<file path="config.mk">
export PLATFORM = sky130hd
export DESIGN_NAME = tsw_seq
export DESIGN_NICKNAME = d
export VERILOG_FILES = /design/src/rtl/tsw_pkg.sv /design/src/rtl/tsw_walk.sv /design/src/rtl/tsw_busy.sv /design/src/rtl/tsw_ctx.sv /design/src/rtl/tsw_seq.sv
export SDC_FILE = /design/constraint.sdc
export NUM_CORES = 1
export LEC_CHECK = 0
export ABC_CLOCK_PERIOD_IN_PS = 3600
export BUFFER_PORTS_ARGS = -buffer_cell sky130_fd_sc_hd__buf_2
export CAP_MARGIN = 20
export CORE_MARGIN = 4
export CORE_UTILIZATION = 40
export DETAILED_ROUTE_END_ITERATION = 12
export PLACE_DENSITY = 0.62
export SYNTH_ARGS = -nofsm -noshare
export SYNTH_HDL_FRONTEND = slang
export SYNTH_SLANG_ARGS = --single-unit
</file>
<file path="constraint.sdc">
create_clock -name clk -period 3.6 [get_ports clk]
set_input_delay 0.54 -clock clk [delete_from_list [all_inputs] [get_ports clk]]
set_output_delay 0.54 -clock clk [all_outputs]
set_load 0.02 [all_outputs]
</file>
<file path="src/rtl/tsw_pkg.sv">
package tsw_pkg;
  localparam int unsigned OFSW = 5;
  localparam logic [OFSW-1:0] W_LINK    = 5'd0;
  localparam logic [OFSW-1:0] W_STK0    = 5'd1;
  localparam logic [OFSW-1:0] W_PTB     = 5'd4;
  localparam logic [OFSW-1:0] W_EIP     = 5'd5;
  localparam logic [OFSW-1:0] W_DYN_END = 5'd20;
  localparam logic [OFSW-1:0] W_CFG     = 5'd22;

  typedef enum logic [1:0] {
    K_JMP  = 2'd0,
    K_CALL = 2'd1,
    K_RET  = 2'd2
  } sw_kind_e;

  typedef enum logic [3:0] {
    S_IDLE, S_CUR, S_LINKRD, S_GATE, S_TGT,
    S_SAVE, S_LINKWR, S_LOAD, S_COMMIT, S_DONE, S_FAULT
  } sw_state_e;
endpackage

</file>
<file path="src/rtl/tsw_walk.sv">
module tsw_walk #(
  parameter int unsigned OFSW = 5
) (
  input  logic            clk,
  input  logic            rst_n,
  input  logic            load,
  input  logic [OFSW-1:0] load_val,
  input  logic            adv,
  output logic [OFSW-1:0] ofs
);
  always_ff @(posedge clk) begin
    if (!rst_n)    ofs <= '0;
    else if (load) ofs <= load_val;
    else if (adv)  ofs <= ofs + 1'b1;
  end
endmodule

</file>
<file path="src/rtl/tsw_busy.sv">
module tsw_busy #(
  parameter int unsigned NTASK    = 8,
  parameter int unsigned IDXW     = 3,
  parameter int unsigned INIT_IDX = 1
) (
  input  logic            clk,
  input  logic            rst_n,
  input  logic [IDXW-1:0] q_idx,
  output logic            q_busy,
  input  logic            clr_en,
  input  logic [IDXW-1:0] clr_idx,
  input  logic            set_en,
  input  logic [IDXW-1:0] set_idx
);
  logic [NTASK-1:0] flag;

  for (genvar i = 0; i < NTASK; i++) begin : g_ent
    always_ff @(posedge clk) begin
      if (!rst_n)
        flag[i] <= (i == INIT_IDX);
      else if (set_en && set_idx == IDXW'(i))
        flag[i] <= 1'b1;
      else if (clr_en && clr_idx == IDXW'(i))
        flag[i] <= 1'b0;
    end
  end

  assign q_busy = flag[q_idx];
endmodule

</file>
<file path="src/rtl/tsw_ctx.sv">
module tsw_ctx #(
  parameter int unsigned DW      = 32,
  parameter int unsigned SW      = 16,
  parameter logic [SW-1:0] INIT_TR = 16'h0008
) (
  input  logic          clk,
  input  logic          rst_n,
  input  logic          cap_ptb,
  input  logic          cap_cfg,
  input  logic [DW-1:0] din,
  input  logic          commit,
  input  logic [SW-1:0] new_tr,
  output logic [SW-1:0] tr,
  output logic [DW-1:0] ptb,
  output logic [15:0]   iomap,
  output logic          trap
);
  logic [DW-1:0] ptb_s;
  logic [15:0]   io_s;
  logic          trap_s;

  always_ff @(posedge clk) begin
    if (!rst_n) begin
      ptb_s  <= '0;
      io_s   <= '0;
      trap_s <= 1'b0;
    end else begin
      if (cap_ptb) ptb_s <= din;
      if (cap_cfg) begin
        io_s   <= din[31:16];
        trap_s <= din[0];
      end
    end
  end

  always_ff @(posedge clk) begin
    if (!rst_n) begin
      tr    <= INIT_TR;
      ptb   <= '0;
      iomap <= '0;
      trap  <= 1'b0;
    end else if (commit) begin
      tr    <= new_tr;
      ptb   <= ptb_s;
      iomap <= io_s;
      trap  <= trap_s;
    end
  end
endmodule

</file>
<file path="src/rtl/tsw_seq.sv">
module tsw_seq
  import tsw_pkg::*;
#(
  parameter int unsigned AW      = 16,
  parameter int unsigned DW      = 32,
  parameter int unsigned SW      = 16,
  parameter int unsigned NTASK   = 8,
  parameter logic [SW-1:0] INIT_TR = 16'h0008
) (
  input  logic            clk,
  input  logic            rst_n,
  input  logic            req_valid,
  output logic            req_ready,
  input  logic [1:0]      req_kind,
  input  logic            req_gate,
  input  logic [SW-1:0]   req_sel,
  output logic [SW-1:0]   lk_sel,
  input  logic [AW-1:0]   lk_base,
  input  logic [SW-1:0]   lk_gate_sel,
  output logic            mem_valid,
  input  logic            mem_ready,
  output logic            mem_we,
  output logic [AW-1:0]   mem_addr,
  output logic [DW-1:0]   mem_wdata,
  input  logic [DW-1:0]   mem_rdata,
  output logic [OFSW-1:0] rf_idx,
  input  logic [DW-1:0]   rf_rdata,
  output logic            rf_we,
  output logic [DW-1:0]   rf_wdata,
  output logic [SW-1:0]   task_reg,
  output logic [DW-1:0]   ptb,
  output logic [15:0]     iomap_base,
  output logic            trap_pend,
  output logic            done,
  output logic            fault
);
  localparam int unsigned IDXW     = $clog2(NTASK);
  localparam int unsigned INIT_IDX = int'(INIT_TR[3 +: IDXW]);

  sw_state_e     st, st_n;
  sw_kind_e      kind_q;
  logic          gate_q;
  logic [SW-1:0] sel_q, tgt_q;
  logic [AW-1:0] cur_base_q, tgt_base_q;

  logic            hs;
  logic            walk_ld, walk_adv;
  logic [OFSW-1:0] walk_val, ofs;
  logic            tgt_busy, refuse, commit;
  logic            is_call, is_ret;

  assign hs      = mem_valid && mem_ready;
  assign is_call = (kind_q == K_CALL);
  assign is_ret  = (kind_q == K_RET);
  assign refuse  = (is_call && tgt_busy) || (is_ret && !tgt_busy);

  tsw_walk #(.OFSW(OFSW)) walk_i (
    .clk(clk), .rst_n(rst_n), .load(walk_ld), .load_val(walk_val),
    .adv(walk_adv), .ofs(ofs)
  );

  tsw_busy #(.NTASK(NTASK), .IDXW(IDXW), .INIT_IDX(INIT_IDX)) busy_i (
    .clk(clk), .rst_n(rst_n),
    .q_idx(tgt_q[3 +: IDXW]), .q_busy(tgt_busy),
    .clr_en(commit && !is_call), .clr_idx(task_reg[3 +: IDXW]),
    .set_en(commit && !is_ret),  .set_idx(tgt_q[3 +: IDXW])
  );

  tsw_ctx #(.DW(DW), .SW(SW), .INIT_TR(INIT_TR)) ctx_i (
    .clk(clk), .rst_n(rst_n),
    .cap_ptb(st == S_LOAD && hs && ofs == W_PTB),
    .cap_cfg(st == S_LOAD && hs && ofs == W_CFG),
    .din(mem_rdata), .commit(commit), .new_tr(tgt_q),
    .tr(task_reg), .ptb(ptb), .iomap(iomap_base), .trap(trap_pend)
  );

  always_comb begin
    st_n      = st;
    req_ready = 1'b0;
    lk_sel    = task_reg;
    mem_valid = 1'b0;
    mem_we    = 1'b0;
    mem_addr  = cur_base_q + AW'(ofs);
    mem_wdata = rf_rdata;
    rf_idx    = ofs;
    rf_we     = 1'b0;
    rf_wdata  = mem_rdata;
    walk_ld   = 1'b0;
    walk_val  = W_EIP;
    walk_adv  = 1'b0;
    commit    = 1'b0;
    done      = 1'b0;
    fault     = 1'b0;
    unique case (st)
      S_IDLE: begin
        req_ready = 1'b1;
        if (req_valid) st_n = S_CUR;
      end
      S_CUR: begin
        lk_sel = task_reg;
        if (is_ret)      st_n = S_LINKRD;
        else if (gate_q) st_n = S_GATE;
        else             st_n = S_TGT;
      end
      S_LINKRD: begin
        mem_valid = 1'b1;
        mem_addr  = cur_base_q + AW'(W_LINK);
        if (hs) st_n = S_TGT;
      end
      S_GATE: begin
        lk_sel = sel_q;
        st_n   = S_TGT;
      end
      S_TGT: begin
        lk_sel   = tgt_q;
        walk_ld  = 1'b1;
        walk_val = W_EIP;
        st_n     = refuse ? S_FAULT : S_SAVE;
      end
      S_SAVE: begin
        mem_valid = 1'b1;
        mem_we    = 1'b1;
        mem_addr  = cur_base_q + AW'(ofs);
        mem_wdata = rf_rdata;
        if (hs) begin
          if (ofs == W_DYN_END) begin
            walk_ld  = 1'b1;
            walk_val = W_STK0;
            st_n     = is_call ? S_LINKWR : S_LOAD;
          end else begin
            walk_adv = 1'b1;
          end
        end
      end
      S_LINKWR: begin
        mem_valid = 1'b1;
        mem_we    = 1'b1;
        mem_addr  = tgt_base_q + AW'(W_LINK);
        mem_wdata = {{(DW-SW){1'b0}}, task_reg};
        if (hs) st_n = S_LOAD;
      end
      S_LOAD: begin
        mem_valid = 1'b1;
        mem_addr  = tgt_base_q + AW'(ofs);
        rf_we     = hs && (ofs != W_PTB) && (ofs != W_CFG);
        if (hs) begin
          if (ofs == W_CFG) st_n = S_COMMIT;
          else              walk_adv = 1'b1;
        end
      end
      S_COMMIT: begin
        commit = 1'b1;
        st_n   = S_DONE;
      end
      S_DONE: begin
        done = 1'b1;
        st_n = S_IDLE;
      end
      S_FAULT: begin
        fault = 1'b1;
        st_n  = S_IDLE;
      end
      default: st_n = S_IDLE;
    endcase
  end

  always_ff @(posedge clk) begin
    if (!rst_n) begin
      st         <= S_IDLE;
      kind_q     <= K_JMP;
      gate_q     <= 1'b0;
      sel_q      <= '0;
      tgt_q      <= '0;
      cur_base_q <= '0;
      tgt_base_q <= '0;
    end else begin
      st <= st_n;
      unique case (st)
        S_IDLE: if (req_valid) begin
          kind_q <= (req_kind == 2'd1) ? K_CALL :
                    (req_kind == 2'd2) ? K_RET  : K_JMP;
          gate_q <= req_gate;
          sel_q  <= req_sel;
        end
        S_CUR: begin
          cur_base_q <= lk_base;
          tgt_q      <= sel_q;
        end
        S_LINKRD: if (hs) tgt_q <= mem_rdata[SW-1:0];
        S_GATE:   tgt_q <= lk_gate_sel;
        S_TGT:    tgt_base_q <= lk_base;
        default: ;
      endcase
    end
  end
endmodule

</file>
# Word-level counts from Yosys, hierarchy flattened
# Index checks and enable logic that the tools add are counted.
[word_totals]
out_inout_bits = 172
in_bits = 119
reg_bits = 198
word_cells = 171
[classes]
add_sub_neg = 3
bitwise_logic = 1
n_lt_le_gt_ge = 1
n_reduce_logical = 48
muxes = 55
n_eq_ne = 40
[ops]
columns = ["cell", "count"]
rows = [
  ["$pmux 16 s3", 2],
  ["$pmux 4 s9", 1],
  ["$add 16x5->16", 2],
  ["$mux 32", 1],
  ["$mux 4", 8],
  ["$pmux 16 s2", 1],
  ["$mux 1", 29],
  ["$logic_and 1x1->1", 26],
  ["$eq 3x3->1 const B", 8],
  ["$eq 4x3->1 const B", 4],
  ["$mux 16", 1],
  ["$reduce_bool 2->1", 8],
  ["$mux 3", 5],
  ["$eq 3x2->1 const B", 4],
  ["$eq 4x4->1 const B", 3],
  ["$ne 2x2->1 const B", 6],
  ["$eq 5x5->1 const B", 2],
  ["$mux 5", 2],
  ["$eq 4x2->1 const B", 2],
  ["$reduce_and 7->1", 1],
  ["$eq 3x1->1 const B", 2],
  ["$logic_not 3->1", 2],
  ["$add 5x1->5 const B", 1],
  ["$eq 5x3->1 const B", 1],
  ["other kinds (18)", 26],
]

# Longest topological paths before layout
# Gate-level depths: netlist of run 1.
[depth]
word_depth = 8
depth_mapped = 13
ltp_nobuf = 10

# By module
# Synthesis of run 1 repeated with hierarchy kept, for this count alone.
[hier_totals]
hier_cells = 1127
area_unflattened_um2 = 10181.0
[by_module_without_submodules]
columns = ["module", "instances", "seq_area_each_um2", "cells_per_inst", "area_per_inst_um2"]
rows = [
  ["tsw_seq", 1, 1421.4, 690, 5165.0],
  ["tsw_ctx", 1, 2282.2, 367, 4364.2],
  ["tsw_busy", 1, 160.2, 43, 414.1],
  ["tsw_walk", 1, 100.1, 27, 237.7],
]

# Worst setup path before layout of run 1
# OpenSTA, ideal clock, no wires.
[synth_path]
kind = "register -> output"
start = "register st[3]"
end = "output mem_addr[8]"
path_stages_with_launch = 14
t_arrival_ns = 3.183
t_required_ns = 3.060
path_slack_ns = -0.123
n_path_buf = 3
path_cell_list = "dfxtp_1 buf_4 nand4b_2 buf_2 buf_2 nand2_1 nand2_1 ha_1 fa_1 a21oi_1 o21ai_1 o211ai_1 mux2_2 nor3_1"
[synth_between]
elab_chain_cells = 2
elab_cells_between_ends = 4
classes_between = "eq/ne (3); mux (1)"
[synth_lines]
columns = ["item", "line_no", "source"]
rows = [
  ["from (decl)", "tsw_seq.sv:40", "sw_state_e st, st_n;"],
  ["from (signal assigned)", "tsw_seq.sv:177", "st <= st_n;"],
  ["$eq 4x3->1 / $eq 4x2->1 (equally long branches)", "tsw_seq.sv:94", "unique case (st)"],
  ["$pmux 16 s3 (*)", "tsw_seq.sv:94", ""],
  ["to (decl)", "tsw_seq.sv:23", "output logic [AW-1:0] mem_addr,"],
]
# Every way passes the cells marked *; elsewhere a longest branch is shown, timed or not.

# Worst setup path after layout of run 1
[layout_path]
start = "register st[3]"
end = "output mem_addr[12]"
# The elaborated chain is that of the path after synthesis.

==> key figures, run 1 <==
Logic synthesis
  – Adder-cell share of the synthesized area: 0.0132
  – Post-synth top cells: nand2_1, dfxtp_1, a21boi_0
  – Seq/Total Area, Yosys: 0.396
  – YS warnings: 0
  – Syn Std Cell Area: 0.0100 mm^2
  – Syn Nets: 1420
  – Largest family of logic cells by synthesized area: simple AND/OR/NAND/NOR gates
  – Count of flip-flops with a built-in enable after synthesis: 0
  – Syn_area_per_cell: 7.76 um^2
  – Synth Area in Simple Gates: 0.239
  – Post-synth top area cell: dfxtp_1
  – Synth Area in XOR/XNOR: 0.0122
  – Share of the synthesized area in the top cell type: 0.396
  – Top_reg_cell synth: dfxtp_1
  – Top cells by area, synth: dfxtp_1, nand2_1, a21boi_0
  – Most frequent cell after synthesis: nand2_1
  – Post-synthesis mux area share: 0.0316
  – Async set-or-reset flop fraction in the synthesized netlist: 0
  – Post-synthesis compound-gate area fraction: 0.232
  – Cells after Synth: 1291
  – Synth cell types: 68
  – Synth Register Bits: 198

Clock network
  – Inserted Clock Buffers: 17
  – CTS tree: built
  – CTS HTree Levels: 4
  – # hold bufs at CTS: 0
  – Clk Latency, worst-skew pair: 0.44 ns
  – # clock sinks: 198
  – Setup Fix Bufs, Post-CTS: 0
  – Max clock buf depth: 2
  – Clk pin slew, worst setup/hold paths: 0.09 ns
  – Root buffer cell: clkbuf_16

Routing
  – DRC: 0
  – WL/cell: 17.7 um
  – DRT iter0 DRCs: 608
  – Drt pass-1 iters: 6
  – Post-Route WL: 32500 um
  – Antenna-violating nets left: 0
  – Via count: 9660
  – DR vias/cell: 5.26

Global route
  – Largest net degree at the start of global routing: 66
  – Global route overflow: 0
  – First-pass GRT wire length: 51900 um
  – Vias in the first global route: 9363
  – Initial antenna violation count: 3
  – Gr usage total: 0.229

STA
  – Slew headroom: 0.398
  – Tmin final: 3.48 ns
  – Post-route setup TNS: 0 ns
  – Setup violators final: 0
  – Max-slew violations: 0
  – Final Hold Vio Count: 0
  – Least-Margin Pin Slew: 0.903 ns
  – Period utilization: 0.967
  – Clk_skew: 0.0157 ns
  – Fmax achieved: 287 MHz

Finish
  – Layout cells sized above 1: 0.263
  – Area Overhead vs Synth: 20.9%
  – Design area: 0.0121 mm^2
  – Largest registers: ctx_i.ptb: 32 flops, ctx_i.ptb_s: 32 flops
  – Area of the multi-input gates: 0.00537 mm^2
  – FILL cells: 2495
  – Nets: 1629
  – Reg area: 0.00397 mm^2
  – Final core utilization: 0.495
  – N_diodes: 0

Worst setup path
  – Crit path capture type: primary output
  – Worst Setup Path Type: reg -> out
  – Crit path launch: st[3]
  – Max stage delay on crit path: 0.39 ns
  – Most used cell, CP: nand2_1
  – Crit path DAT: 2.94 ns
  – Worst R2R Start: walk_i.ofs[1]
  – CP max FO: 6
  – Cells along the critical path: and4b_2, nand2_1, nand2_1, ha_1, fa_2, a21oi_2, o21ai_2, and3_1, a2111oi_4, a211oi_2, buf_2
  – Slowest cell on the critical path: a2111oi_4
  – Critical Path Source Type: flip-flop
  – Critical Path RT: 3.06 ns

Floorplan
  – Die X: 166 um
  – Starting density of the core: 0.409
  – I/O pin total: 291
  – FP Rows: 57
  – Die Y: 166 um
  – Die area: 0.0276 mm^2
  – Core area: 0.0245 mm^2

Job
  – Max-cap violations: 0

Run status
  – Status: finished, final reports clean

Power and ir drop
  – Pwr Density: 536 mW/mm^2
  – Sequential power share: 0.408
  – Clk network pwr share: 0.302
  – Comb power frac: 0.290
  – P_sw: 2470 uW
  – Worst vdd ir: 0.249 mV
  – Power Internal: 4020 uW
  – Sw Share: 0.380
  – Pleak: 0.00504 uW

Placement
  – IO Port Bufs: 290
  – DPL Wire Length: 22700 um
  – Post-DP Area: 0.0114 mm^2
  – Gpl congestion: 0.876

Worst hold path
  – Min-Delay Startpoint: req_sel[2]
  – Hold Path Class: in -> reg
## final timing paths
path	to	slack, ns	depth (start not counted)
worst min register to register	ctx_i.io_s[13]	0.46	2
worst max register to register	ctx_i.ptb_s[0]	1.17	6
worst min-delay path	sel_q[2]	0.34	3
worst max-delay path	mem_addr[12]	0.12	11
## layout make-up
| cell class | count | share of cell area |
|---|---|---|
| clock buffers | 18 | 0.0354 |
| clock inverters | 14 | 0.0145 |
| inverters | 26 | 0.00806 |
| multi-input cells | 940 | 0.444 |
| flip-flops and latches | 198 | 0.328 |
| well taps | 324 | 0.0335 |
| repair buffers | 317 | 0.137 |
## layout by cell type (no fill, tap or decap), drive strengths merged, types with 3 or more instances in the layout
| cell | count |
|---|---|
| a211oi | 4 |
| a21boi | 130 |
| a21oi | 55 |
| a221oi | 16 |
| a22oi | 20 |
| a31oi | 5 |
| and2 | 21 |
| and3 | 11 |
| buf | 317 |
| clkbuf | 18 |
| clkinv | 6 |
| dfxtp | 198 |
| ha | 9 |
| inv | 34 |
| mux2 | 4 |
| mux2i | 21 |
| nand2 | 429 |
| nand2b | 3 |
| nand3 | 20 |
| nand3b | 4 |
| nand4 | 8 |
| nor2 | 40 |
| nor2b | 5 |
| nor3 | 9 |
| o211a | 16 |
| o211ai | 6 |
| o21ai | 55 |
| o21bai | 3 |
| xnor2 | 5 |
| xor2 | 9 |
## stage by stage
| stage | instances | total power [uW] | hold slack (ns) | setup slack, ns |
|---|---|---|---|---|
| final | 1837 | 6490 | 0.340 | 0.120 |
| after global routing | 1837 | 6840 | 0.349 | -0.0661 |
| after CTS | 1837 | 6500 | 0.316 | 0.00983 |
| after detailed placement | 1805 | 4530 | 0.447 | 0.345 |
| after global placement | 1805 | 4520 | 0.444 | 0.419 |
| after floorplan | 1291 | 3930 | 0.432 | 0.0355 |
## what timing repair did
action / CTS / global route
endpoints found under the setup margin: 2 / 7
hold endpoints to repair: 0 / 0
cloned: 0 / 0
gates resized for setup: 5 / 11
pin swaps: 0 / 3
## worst max-delay path: cells and delay by family (launching register included)
family | cells | cell delay [ns]
flip-flops | 1 | 0.37
buffers and inverters | 1 | 0.17
AND/OR/NAND/NOR | 4 | 0.63
AO/OA/AOI/OAI | 4 | 0.75
adder cells (fa/ha/maj) | 2 | 0.58
## cells by family (layout without fill, tap and decap cells)
group,Yosys count,count (layout)
buf+inv,153,375
compound gates,326,326
simple gates,563,563
flops,198,198
xor+xnor,14,14
fa+ha+maj,10,10
mux,27,27
## power by group through the flow
stage                     clock, uW  sequential [uW]  combinational [uW]
after global routing           2080             2680                2080
after CTS                      2000             2630                1870
after detailed placement          0             2680                1850
final                          1960             2650                1880
after global placement            0             2680                1840
after floorplan                   0             2600                1330
## layer usage
layer / up-vias / share of wire / GRT usage
met2: 306 / 0.48 / 0.392
li1: 4734 / - / -
met1: 4574 / 0.45 / 0.302
met5: - / 0.00089 / 0
met4: 6 / 0.018 / 0.0576
met3: 40 / 0.056 / 0.0400
No activity file was read; power rests on OpenSTA's default activity.
==> run 2: changes to the inputs <==
--- a/config.mk
+++ b/config.mk
@@ -12,6 +12,7 @@
 export CORE_UTILIZATION = 40
 export DETAILED_ROUTE_END_ITERATION = 12
 export PLACE_DENSITY = 0.62
+export SETUP_SLACK_MARGIN = 0.4
 export SYNTH_ARGS = -nofsm -noshare
 export SYNTH_HDL_FRONTEND = slang
 export SYNTH_SLANG_ARGS = --single-unit
==> run 2 against run 1 <==
Non-clock buffer count rose by 21. Sequential cell count did not move. Clock power barely moved. Global-route usage fell by 0.21 points. Worst hold slack got worse by 0.0028 ns. Critical path depth did not move. Core utilization rose by 1.5 points. First-iteration DRC count rose by 12%. Fmax rose by 3.5%. Cell count rose by 1.2%. Largest cell class unchanged. Highest routed layer unchanged.
==> key figures, run 2 (same netlist as run 1, synthesis figures left out) <==
Run status
  – Status: finished, final reports clean (unchanged)

Worst setup path
  – Crit path capture type: primary output (unchanged)
  – Slowest cell on the critical path: fa_2 (was a2111oi_4)
  – Most used cell, CP: buf_6 (was nand2_1)
  – Critical Path RT: 3.06 ns (about the same)
  – Max stage delay on crit path: 0.40 ns (was 0.39 ns)
  – Critical path's top delay family: compound AO/OA/AOI/OAI gates (unchanged)
  – CP bufs+invs: 2 (was 1)
  – Cells along the critical path: and4b_2, buf_6, nand2_2, nand2_4, fa_2, a21oi_4, o21ai_4, and3_4, a2111oi_4, a211oi_4, buf_6 (was and4b_2, nand2_1, nand2_1, ha_1, fa_2, a21oi_2, o21ai_2, and3_1, a2111oi_4, a211oi_2, buf_2)
  – Worst Setup Path Type: reg -> out (unchanged)
  – Crit path DAT: 2.82 ns (was 2.94 ns)
  – CP max FO: 4 (was 6)
  – Critical Path Source Type: flip-flop (unchanged)

Job
  – Max-cap violations: 0 (unchanged)

STA
  – Setup violators final: 0 (unchanged)
  – Post-route setup TNS: 0 ns (unchanged)
  – Max-slew violations: 0 (unchanged)
  – Unrepaired setup endpoints after global routing: true
  – Fmax achieved: 297 MHz (was 287 MHz)
  – Clk_skew: 0.0131 ns (was 0.0157 ns)
  – Period utilization: 0.934 (was 0.967)
  – Least-Margin Pin Slew: 0.900 ns (was 0.903 ns)
  – Slew headroom: 0.400 (was 0.398)
  – Tmin final: 3.36 ns (was 3.48 ns)
  – Final Hold Vio Count: 0 (unchanged)

Floorplan
  – Core area: 0.0245 mm^2 (unchanged)
  – FP Rows: 57 (unchanged)
  – Die Y: 166 um (unchanged)
  – Die area: 0.0276 mm^2 (unchanged)
  – Starting density of the core: 0.409 (unchanged)
  – Die X: 166 um (unchanged)
  – I/O pin total: 291 (unchanged)

Routing
  – DRT iter0 DRCs: 679 (was 608)
  – Antenna-violating nets left: 0 (unchanged)
  – Via count: 9867 (was 9660)
  – Post-Route WL: 33000 um (was 32500 um)
  – Drt pass-1 iters: 5 (was 6)
  – WL/cell: 17.8 um (was 17.7 um)
  – DR vias/cell: 5.31 (was 5.26)
  – DRC: 0 (unchanged)

Placement
  – Post-DP Area: 0.0115 mm^2 (was 0.0114 mm^2)
  – IO Port Bufs: 290 (unchanged)
  – DPL Wire Length: 22600 um (was 22700 um)
  – Gpl congestion: 0.871 (was 0.876)

Power and ir drop
  – Worst vdd ir: 0.276 mV (was 0.249 mV)
  – Pwr Density: 530 mW/mm^2 (was 536 mW/mm^2)
  – Pleak: 0.00520 uW (was 0.00504 uW)

Global route
  – Vias in the first global route: 9347 (was 9363)
  – Global route overflow: 0 (unchanged)
  – First-pass GRT wire length: 51300 um (was 51900 um)
  – Gr usage total: 0.227 (was 0.229)
  – Largest net degree at the start of global routing: 66 (unchanged)
  – Initial antenna violation count: 2 (was 3)

Finish
  – Layout cells sized above 1: 0.288 (was 0.263)
  – Most common cell after layout, fill and taps aside: nand2_1 (unchanged)
  – Largest registers: ctx_i.ptb: 32 flops, ctx_i.ptb_s: 32 flops (unchanged)
  – Design area: 0.0125 mm^2 (was 0.0121 mm^2)
  – Most frequent cells in the layout: nand2_1, buf_2, dfxtp_1 (unchanged)
  – Nets: 1650 (was 1629)
  – Area Overhead vs Synth: 24.7% (was 20.9%)

Clock network
  – Max clock buf depth: 2 (unchanged)
  – Clk Latency, worst-skew pair: 0.44 ns (about the same)
  – Inserted Clock Buffers: 17 (unchanged)
  – CTS tree: built (unchanged)
  – Clk pin slew, worst setup/hold paths: 0.08 ns (was 0.09 ns)
  – # clock sinks: 198 (unchanged)
  – CTS HTree Levels: 4 (unchanged)
  – Root buffer cell: clkbuf_16 (unchanged)

Worst hold path
  – Hold Path Class: in -> reg (unchanged)
run 2: cell count changes in the layout (fill, tap and decap cells not counted), moves of 4 or more:
cell,change
buf_4,+25
buf_2,-9
o21ai_0,-5
nand2_2,+4
nand2_1,-9
ha_1,-4
clkinv_8,-4
o21ai_1,+4
nand2_4,+5
buf_6,+5
run 2: final cells by class:
| class | count | area [um^2] |
|---|---|---|
| Clock inverter | 14 | 155 |
| Sequential cell | 198 | 3970 |
| Inverter | 26 | 97.6 |
| Multi-Input combinational cell | 940 | 5560 |
| Clock buffer | 18 | 429 |
| Tap cell | 324 | 405 |
| Timing Repair Buffer | 338 | 1860 |
| Antenna cell | 1 | 2.50 |
| Fill cell | 2453 | 12000 |
run 2: timing repair:
item                       in CTS  in global routing
pin swaps                      13                 26
setup endpoints to repair      14                 25
buffers inserted               10                 10
resized for setup              25                 36
hold buffers                    0                  0
run 2: path summary, 6_finish.rpt:
path / depth (start not counted) / endpoint / start / slack, ns
max: 11 / mem_addr[12] / st[1] / 0.24
min: 3 / sel_q[11] / req_sel[11] / 0.34
max reg2reg: 7 / tgt_q[13] / st[0] / 1.31
min reg2reg: 2 / ctx_i.ptb[0] / ctx_i.ptb[0] / 0.45
run 2: metal layers:
layer | vias to the layer above | routed length, um | global-route usage
met5 | - | 13 | 0
met4 | 2 | 662 | 0.0644
met3 | 49 | 2200 | 0.0367
met2 | 399 | 15700 | 0.381
met1 | 4631 | 14400 | 0.304
li1 | 4786 | - | -
run 2: worst register-to-register path, cell delays in order, from the launching register on:
cell      delay, ns
dfxtp_2        0.35
buf_4          0.28
or3b_1         0.58
nor2_2         0.31
buf_4          0.36
a221oi_1       0.14
nand2_1        0.10
o211a_1        0.14
run 2: through the flow:
step                      hold WS, ns  setup slack (ns)  power (uW)   util  instances
final                           0.337             0.238        6620  0.510       1859
after global routing            0.329             0.104        6960  0.510       1859
after CTS                       0.324             0.235        6580  0.502       1848
after detailed placement        0.444             0.409        4600  0.470       1806
after global placement          0.443             0.490        4580  0.470       1806
after floorplan                 0.432             0.344        3950      -       1291
run 2: power by group:
part	internal [uW]	total (uW)	switching [uW]	leakage, uW
Sequential	2400	2650	250	0.00160
Clock	990	1940	950	0.000287
Combinational	751	2030	1280	0.00330
==> run 3: changes to the inputs <==
--- a/config.mk
+++ b/config.mk
@@ -8,10 +8,12 @@
 export ABC_CLOCK_PERIOD_IN_PS = 3600
 export BUFFER_PORTS_ARGS = -buffer_cell sky130_fd_sc_hd__buf_2
 export CAP_MARGIN = 20
+export CELL_PAD_IN_SITES_DETAIL_PLACEMENT = 1
+export CELL_PAD_IN_SITES_GLOBAL_PLACEMENT = 1
 export CORE_MARGIN = 4
-export CORE_UTILIZATION = 40
+export CORE_UTILIZATION = 38
 export DETAILED_ROUTE_END_ITERATION = 12
-export PLACE_DENSITY = 0.62
+export PLACE_DENSITY = 0.79
 export SETUP_SLACK_MARGIN = 0.4
 export SYNTH_ARGS = -nofsm -noshare
 export SYNTH_HDL_FRONTEND = slang
==> run 3 against run 2 <==
Combinational power about the same. Critical endpoint unchanged. Highest routed layer unchanged. Clock power about the same. Sequential cell count unchanged. Sequential power about the same. Register-to-register slack worse by 0.16 ns. Core utilization down 3.0 points. Worst setup slack worse by 0.059 ns. Critical path type unchanged.
==> key figures, run 3 (same netlist as run 1, synthesis figures left out) <==
Floorplan
  – I/O pin total: 291 (unchanged)
  – Die X: 170 um (was 166 um)
  – FP Rows: 59 (was 57)
  – Starting density of the core: 0.385 (was 0.409)
  – Core area: 0.0260 mm^2 (was 0.0245 mm^2)
  – Die Y: 170 um (was 166 um)
  – Die area: 0.0290 mm^2 (was 0.0276 mm^2)

Routing
  – Antenna-violating nets left: 0 (unchanged)
  – DRT iter0 DRCs: 597 (was 679)
  – DR vias/cell: 5.39 (was 5.31)
  – Drt pass-1 iters: 5 (unchanged)
  – Post-Route WL: 36200 um (was 33000 um)
  – DRC: 0 (unchanged)
  – WL/cell: 19.4 um (was 17.8 um)
  – Via count: 10067 (was 9867)

Worst setup path
  – Crit path capture type: primary output (unchanged)
  – CP max FO: 5 (was 4)
  – Worst Setup Path Type: reg -> out (unchanged)
  – Critical Path RT: 3.06 ns (about the same)
  – Crit path DAT: 2.88 ns (was 2.82 ns)
  – Critical Path Source Type: flip-flop (unchanged)

STA
  – Fmax achieved: 292 MHz (was 297 MHz)
  – Unrepaired setup endpoints after global routing: true (unchanged)
  – Clk_skew: 0.0136 ns (was 0.0131 ns)
  – Final Hold Vio Count: 0 (unchanged)
  – Period utilization: 0.950 (was 0.934)
  – Least-Margin Pin Slew: 0.931 ns (was 0.900 ns)
  – WHS: 0.335 ns (was 0.337 ns)
  – Slew headroom: 0.380 (was 0.400)
  – Final WS setup: 0.179 ns (was 0.238 ns)
  – Setup violators final: 0 (unchanged)
  – Max-slew violations: 0 (unchanged)
  – Post-route setup TNS: 0 ns (unchanged)
  – Tmin final: 3.42 ns (was 3.36 ns)

Finish
  – Reg area: 0.00397 mm^2 (about the same)
  – Area of the multi-input gates: 0.00555 mm^2 (was 0.00556 mm^2)
  – Largest registers: ctx_i.ptb: 32 flops, ctx_i.ptb_s: 32 flops (unchanged)
  – Area Overhead vs Synth: 24.7% (about the same)
  – Design area: 0.0125 mm^2 (about the same)
  – FILL cells: 3251 (was 2453)
  – Most common cell after layout, fill and taps aside: nand2_1 (unchanged)
  – Layout cells sized above 1: 0.287 (was 0.288)
  – Most frequent cells in the layout: nand2_1, buf_2, dfxtp_1 (unchanged)
  – Nets: 1647 (was 1650)

Clock network
  – # hold bufs at CTS: 0 (unchanged)
  – CTS tree: built (unchanged)
  – # clock sinks: 198 (unchanged)
  – Max clock buf depth: 2 (unchanged)
  – Clk pin slew, worst setup/hold paths: 0.08 ns (about the same)
  – CTS HTree Levels: 4 (unchanged)
  – Inserted Clock Buffers: 17 (unchanged)
  – Clk Latency, worst-skew pair: 0.45 ns (was 0.44 ns)
  – Root buffer cell: clkbuf_16 (unchanged)

Job
  – Max-cap violations: 0 (unchanged)

Global route
  – Gr usage total: 0.240 (was 0.227)
  – GR Util met1: 0.297 (was 0.304)
  – Global route overflow: 0 (unchanged)
  – Most crowded layer after global routing: met2 (unchanged)
  – Vias in the first global route: 10222 (was 9347)
  – Met3 Use GR: 0.0448 (was 0.0367)
  – First-pass GRT wire length: 55500 um (was 51300 um)
  – Initial antenna violation count: 4 (was 2)
  – Largest net degree at the start of global routing: 95 (was 66)
  – M2 GR Usage: 0.414 (was 0.381)

Placement
  – IO Port Bufs: 290 (unchanged)
  – Post-DP Area: 0.0115 mm^2 (about the same)
  – DPL Wire Length: 24800 um (was 22600 um)
  – Place WS: 0.423 ns (was 0.409 ns)
  – Gpl congestion: 0.879 (was 0.871)

Power and ir drop
  – Final Power: 6620 uW (about the same)
  – Pleak: 0.00516 uW (was 0.00520 uW)
  – Pwr Density: 531 mW/mm^2 (was 530 mW/mm^2)
  – Worst vdd ir: 0.302 mV (was 0.276 mV)

Worst hold path
  – Hold Path Class: in -> reg (unchanged)

Run status
  – Status: finished, final reports clean (unchanged)
## run 3: worst max-delay path: stages, from the launching register on
cell and delay (ns):
dfxtp_2 0.34, and4b_2 0.30, nand2_2 0.08, nand2_2 0.06
ha_4 0.16, fa_2 0.38, a21oi_4 0.23, o21ai_4 0.12
and3_4 0.18, a2111oi_4 0.35, a211oi_4 0.09, buf_6 0.15
## run 3: final timing paths
kind                   from             end  slack [ns]  cells past startpoint
max reg2reg           st[0]  busy_i.flag[3]        1.15                      6
max                   st[2]    mem_addr[12]        0.18                     11
min             req_sel[14]       sel_q[14]        0.34                      3
min reg2reg  ctx_i.ptb_s[7]  ctx_i.ptb_s[7]        0.46                      2
## run 3: metrics by stage
step,util,instances
floorplan,-,1291
global placement,0.442,1815
detailed placement,0.442,1815
CTS,0.473,1856
global route,0.480,1869
finish,0.480,1869
## run 3: layout make-up
cell class / count / area share
timing repair buffer: 335 / 0.149
tap: 335 / 0.0336
sequential: 198 / 0.318
antenna: 3 / 0.000601
inverter: 26 / 0.00782
clock buffer: 18 / 0.0344
clock inverter: 14 / 0.0123
multi-input combinational: 940 / 0.445
## run 3: where the power goes
part | internal (uW) | total, uW | switching [uW]
clock network | 931 | 1910 | 977
registers | 2400 | 2670 | 273
logic | 742 | 2040 | 1300
total | 4070 | 6620 | 2550
## run 3: timing repair
item,in CTS,in global routing
endpoints found under the setup margin,14,17
pin swaps,14,18
gates resized for setup,41,26
setup buffers,9,10
## run 3: per-layer routing
layer	vias up	part of all wire
li1	4762	-
met1	4863	0.42
met2	367	0.49
met3	73	0.061
met4	2	0.028
met5	-	0.00019
